[src/rtl/dpls_pkg.sv]
package dpls_pkg;
  localparam logic [1:0] MODE_OFF = 2'd0;
  localparam logic [1:0] MODE_USB = 2'd1;
  localparam logic [1:0] MODE_DP4 = 2'd2;
  localparam logic [1:0] MODE_MIX = 2'd3;

  localparam logic [1:0] PWR_ON = 2'd1;

  localparam logic [1:0] ROUTE_AUTO     = 2'd0;
  localparam logic [1:0] ROUTE_STRAIGHT = 2'd1;
  localparam logic [1:0] ROUTE_CROSSED  = 2'd2;
  localparam logic [1:0] ROUTE_OPEN     = 2'd3;

  // switch bits: {N-SBU1, P-SBU2, N-SBU2, P-SBU1}
  localparam logic [3:0] SW_STRAIGHT = 4'b0011;
  localparam logic [3:0] SW_CROSSED  = 4'b1100;
  localparam logic [3:0] SW_OPEN     = 4'b0000;

  typedef struct packed {
    logic capPwr;
    logic capCnt;
    logic clr;
  } snoopStrb_t;
endpackage

[src/rtl/dpls_ctrl.sv]
module dpls_ctrl
  import dpls_pkg::*;
#(
  parameter int ADDR_W = 20,
  parameter logic [ADDR_W-1:0] PWR_ADDR = 20'h00600,
  parameter logic [ADDR_W-1:0] CNT_ADDR = 20'h00101
) (
  input  logic              clk,
  input  logic              rstN,
  input  logic              snoopValid,
  input  logic [ADDR_W-1:0] snoopAddr,
  input  logic              modeDpBit,
  output snoopStrb_t        strb
);
  logic prevDpBit;
  logic dpFall;

  always_ff @(posedge clk or negedge rstN) begin
    if (!rstN) prevDpBit <= 1'b0;
    else       prevDpBit <= modeDpBit;
  end

  // falling DP bit clears status and blocks a capture on the same edge
  always_comb begin
    dpFall      = prevDpBit & ~modeDpBit;
    strb.clr    = dpFall;
    strb.capPwr = snoopValid && (snoopAddr == PWR_ADDR) && !dpFall;
    strb.capCnt = snoopValid && (snoopAddr == CNT_ADDR) && !dpFall;
  end
endmodule

[src/rtl/dpls_data.sv]
module dpls_data
  import dpls_pkg::*;
#(
  parameter int LANES  = 4,
  parameter int DATA_W = 8,
  parameter int CNT_W  = 5
) (
  input  logic              clk,
  input  logic              rstN,
  input  snoopStrb_t        strb,
  input  logic [DATA_W-1:0] wrData,
  input  logic [1:0]        modeSel,
  input  logic              flipSel,
  input  logic [1:0]        auxRouteOvr,
  input  logic              snoopOff,
  input  logic [LANES-1:0]  laneOff,
  output logic [LANES-1:0]  laneEn,
  output logic [3:0]        auxSw,
  output logic [1:0]        powerState,
  output logic [CNT_W-1:0]  laneCount
);
  localparam int HALF = LANES / 2;

  logic             unusedDataBits;
  logic             cntLegal;
  logic [LANES-1:0] cntLanes;
  logic [LANES-1:0] modeMask;
  logic [LANES-1:0] snoopLanes;
  logic [LANES-1:0] baseLanes;

  assign unusedDataBits = ^wrData[DATA_W-1:CNT_W];

  always_ff @(posedge clk or negedge rstN) begin
    if (!rstN) begin
      powerState <= '0;
      laneCount  <= '0;
    end else if (strb.clr) begin
      powerState <= '0;
      laneCount  <= '0;
    end else begin
      if (strb.capPwr) powerState <= wrData[1:0];
      if (strb.capCnt) laneCount  <= wrData[CNT_W-1:0];
    end
  end

  // a count is usable when it is a nonzero power of two within the lane budget
  assign cntLegal = (laneCount != '0)
                 && ((laneCount & (laneCount - CNT_W'(1))) == '0)
                 && (laneCount <= CNT_W'(LANES));

  for (genvar i = 0; i < LANES; i++) begin : g_lane
    assign cntLanes[i] = cntLegal && (CNT_W'(i) < laneCount);
    assign modeMask[i] = (modeSel == MODE_DP4)
                      || ((modeSel == MODE_MIX) && (i < HALF));
  end

  assign snoopLanes = (powerState == PWR_ON) ? cntLanes : '0;
  assign baseLanes  = snoopOff ? ~laneOff : snoopLanes;
  assign laneEn     = baseLanes & modeMask;

  always_comb begin
    case (auxRouteOvr)
      ROUTE_STRAIGHT: auxSw = SW_STRAIGHT;
      ROUTE_CROSSED:  auxSw = SW_CROSSED;
      ROUTE_OPEN:     auxSw = SW_OPEN;
      default:        auxSw = !modeSel[1] ? SW_OPEN
                            : (flipSel ? SW_CROSSED : SW_STRAIGHT);
    endcase
  end
endmodule

[src/rtl/dp_lane_steer.sv]
module dp_lane_steer
  import dpls_pkg::*;
#(
  parameter int LANES  = 4,
  parameter int ADDR_W = 20,
  parameter int DATA_W = 8,
  parameter int CNT_W  = 5,
  parameter logic [ADDR_W-1:0] PWR_ADDR = 20'h00600,
  parameter logic [ADDR_W-1:0] CNT_ADDR = 20'h00101
) (
  input  logic              clk,
  input  logic              rstN,
  input  logic              snoopValid,
  input  logic [ADDR_W-1:0] snoopAddr,
  input  logic [DATA_W-1:0] snoopData,
  input  logic [1:0]        modeSel,
  input  logic              flipSel,
  input  logic [1:0]        auxRouteOvr,
  input  logic              snoopOff,
  input  logic [LANES-1:0]  laneOff,
  output logic [LANES-1:0]  laneEn,
  output logic [3:0]        auxSw,
  output logic [1:0]        powerState,
  output logic [CNT_W-1:0]  laneCount
);
  snoopStrb_t strb;

  dpls_ctrl #(.ADDR_W(ADDR_W), .PWR_ADDR(PWR_ADDR), .CNT_ADDR(CNT_ADDR)) u_ctrl (
    .clk(clk), .rstN(rstN), .snoopValid(snoopValid), .snoopAddr(snoopAddr),
    .modeDpBit(modeSel[1]), .strb(strb)
  );

  dpls_data #(.LANES(LANES), .DATA_W(DATA_W), .CNT_W(CNT_W)) u_data (
    .clk(clk), .rstN(rstN), .strb(strb), .wrData(snoopData),
    .modeSel(modeSel), .flipSel(flipSel), .auxRouteOvr(auxRouteOvr),
    .snoopOff(snoopOff), .laneOff(laneOff), .laneEn(laneEn), .auxSw(auxSw),
    .powerState(powerState), .laneCount(laneCount)
  );
endmodule

[config.mk]
export PLATFORM = sky130hd
export DESIGN_NAME = dp_lane_steer
export DESIGN_NICKNAME = d
export VERILOG_FILES = /design/src/rtl/dpls_pkg.sv /design/src/rtl/dpls_ctrl.sv /design/src/rtl/dpls_data.sv /design/src/rtl/dp_lane_steer.sv
export SDC_FILE = /design/constraint.sdc
export NUM_CORES = 1
export LEC_CHECK = 0
export BUFFER_PORTS_ARGS = -buffer_cell sky130_fd_sc_hd__buf_2
export CORE_MARGIN = 2
export CORE_UTILIZATION = 34
export DETAILED_ROUTE_END_ITERATION = 6
export PLACE_DENSITY = 0.89
export SYNTH_ARGS = -nofsm -noshare
export SYNTH_HDL_FRONTEND = slang
export SYNTH_SLANG_ARGS = --single-unit
[constraint.sdc]
create_clock -name clk -period 1.6 [get_ports clk]
set_input_delay 0.16 -clock clk [delete_from_list [all_inputs] [get_ports clk]]
set_output_delay 0.16 -clock clk [all_outputs]
set_load 0.05 [all_outputs]
==> results.md <==
* Status: finished with violations
* Failing checks: setup timing
* Worst setup path class: reg2out
* Worst ir drop on vdd at ~290 uV
* GRT Max-Usage Layer: met2
* Synthesized instance count at 63
* Clock sink count at 8
* P_int at 0.356 mW
* Post-synthesis adder-cell area fraction at 0%
* Fillers at between 100 and 150
* Mapped cell area at 544 um^2
* Final nets at about 160
* Core area at approximately 1500 um^2
* H-Tree Depth at 1
* Simple-Gate Fraction of Synth Area at 30.8%
* Maximum Capacitance Violations at 0
* Die H at 44.0 um
* Clk pwr share at 32.6%
* Total GRT Usage at between 20% and 30%
* GRT overflow at 0
* Largest family of logic cells by synthesized area: simple AND/OR/NAND/NOR gates
* Final setup fails at 4
* Setup_tns at -620 ps
* Max Slew Vio Count at 0
* First-pass GRT wire length at 3100 um
* ANT nets after route at 0
* Critical path endpoint category: output pin
* Full die area at 1940 um^2
* Die W at 44.0 um
* Hold_ws at 108 ps
* Final setup margin at -194 ps
* Met2 Use GR at 37.4%
* Worst-margin pin slew at 472 ps
* 1st-iter DRT viols at 20
* CTS buffer count at 3
* Vias post-DR at 732
* Most frequent cells in the layout: 48 x buf_2, 9 x a21oi_1, 8 x nand4_1, 7 x o21ai_0, 7 x dfrtp_2
* P&R area growth vs syn at 79.5%
* DP HPWL at 1530 um
* Antenna diodes at 0
* Final period util at 112%
* Clk_lat worst skew at ~260 ps
* Post-synthesis compound-gate area fraction at 24.8%
* DRC errors left at 0
* PortBufs at 52
* DP Cell Count at 130
* GR Layer Usage met1 at 24.0%
* Layout cells sized above 1 at a little over three fifths
* Clock-pin slew on the worst setup and hold paths at 50 ps
* Ports at 56
* Crit-path max FO at 4
* Met3 Resource Use GR at 4.49%
* CP required at 1440 ps
* Leakage power at 0.445 nW
* Root Buffer: clkbuf_4
* Fmax at 557 MHz
* Synth Area per Inst at 8.64 um^2
* Vias in the first global route at 723
* Synth cell types at 24
* Arrival @ worst endpoint at 1630 ps
* Clk buf depth at 2
* # rows at 14
* Register area share after synthesis at 36.8%
* Synthesized flop and latch total at 8
* Multiplexer share of the synthesized area at 0%
* Drt pass-1 iters at 4
* Routability Congestion at 0.788
* Net Sw Power at 0.152 mW
* Syn. warnings at 0
* Final hold violation count at 0
* Syn nets at approximately 100
* CTS tree: yes
* Post-synthesis xor/xnor area fraction at 1.61%
* Layout Cells excl Fill at 135
* Routed Wire Length at ~1800 um
* Largest net degree at the start of global routing at 9
* Initial antenna violation count at 0
* Most common cell after layout, fill and taps aside: buf_2
* Skew final at 10.6 ps
* Final worst path period need at 1790 ps
* Comb power frac at 27.2%
* Hold/Removal Path Class: in2reg
* Via density at 5.42
* Initial Utilization at roughly 36%
* CP Launch Type: flip-flop
* Switching part of the total at 29.9%
* PwrDens at 520 nW/um^2
* Postcts setup bufs at 0
* RSZ-0062 raised after global routing: true
* Seq pwr share at approximately two fifths
* Routed len/inst at 13.5 um
* Rel. slew slack at 68.1%
[per-layer routing]
layer | up-vias | routed length (um)
met2 | 31 | 1000
met4 | 0 | 27
met5 | - | 0
met3 | 2 | 100
met1 | 341 | 695
li1 | 358 | -
[worst paths after layout]
check | start | to | slack, ps | depth (start not counted)
max | u_data.laneCount[4] | laneEn[2] | -190 | 4
min | modeSel[1] | u_ctrl.prevDpBit | 110 | 1
max reg2reg | u_ctrl.prevDpBit | u_data.laneCount[1] | 670 | 2
min reg2reg | u_data.laneCount[0] | u_data.laneCount[0] | 600 | 2
max in group asynchronous | rstN | u_data.laneCount[2] | 1120 | 2
min in group asynchronous | rstN | u_data.laneCount[1] | 290 | 2
[critical path, cell delays in order (launching register included)]
cell and delay [ps]:
dfrtp_2 420, nor4b_4 330, o221ai_4 200, a2111oi_4 240, buf_6 200
[logic make-up (layout without fill, tap and decap cells)]
kind of cell | count (synthesis) | count (layout)
simple gates | 26 | 26
buf+inv | 6 | 62
xor+xnor | 1 | 1
compound gates | 22 | 22
flops | 8 | 8
[cell usage after synthesis]
master     number  area share [%]
a21oi_1        10             9.2
dfrtp_1         8              37
nand4_1         8             9.2
o21ai_0         7             6.4
nor2_1          4             2.8
nor4_1          3             3.4
a2111oi_0       2             3.2
buf_2           2             1.8
buf_4           2             2.8
inv_1           2             1.4
nand2_1         2             1.4
a21o_2          1             1.6
a221oi_1        1             1.6
and2_0          1             1.2
and3_1          1             1.2
and4bb_2        1             2.3
nor2_2          1             1.2
nor2b_1         1             1.2
nor3_1          1            0.92
nor4b_1         1             1.6
nor4b_2         1             2.8
nor4bb_1        1             1.8
o221ai_2        1             2.8
xnor2_1         1             1.6
[sequential cells by signal, summed over array words and instances (netlist names)]
signal,flops
u_data.laneCount,5
u_data.powerState,2
u_ctrl.prevDpBit,1
[repair_timing]
item	CTS	global route
pin swaps	1	1
resized for setup	10	0
setup endpoints to repair	4	4
hold endpoints to repair	8	0
hold buffers	1	0
[power by group through the flow]
stage | Combinational, mW | Sequential (mW) | Clock [mW]
final | 0.138 | 0.204 | 0.166
after CTS | 0.139 | 0.204 | 0.168
after global placement | 0.127 | 0.207 | 0
after floorplan | 0.0631 | 0.207 | 0
after detailed placement | 0.131 | 0.207 | 0
after global routing | 0.149 | 0.204 | 0.181
[area by class of cell]
class	instances	area (um^2)	area share [%]
clock buffer	4	26.3	2.69
inverter	2	7.51	0.768
multi-input combinational	49	397	40.6
sequential	8	209	21.4
tap	16	20.0	2.05
timing repair buffer	56	318	32.5
[stage by stage]
| step | util [%] | power, mW | setup slack, ps | instance area, um^2 |
|---|---|---|---|---|
| floorplan | - | 0.271 | -266 | 618 |
| global placement | 59.5 | 0.335 | -3.46 | 896 |
| detailed placement | 59.5 | 0.339 | -60.7 | 896 |
| CTS | 64.9 | 0.511 | -239 | 977 |
| global route | 64.9 | 0.534 | -287 | 977 |
| finish | 64.9 | 0.508 | -194 | 977 |
No activity file was read; power rests on OpenSTA's default activity.
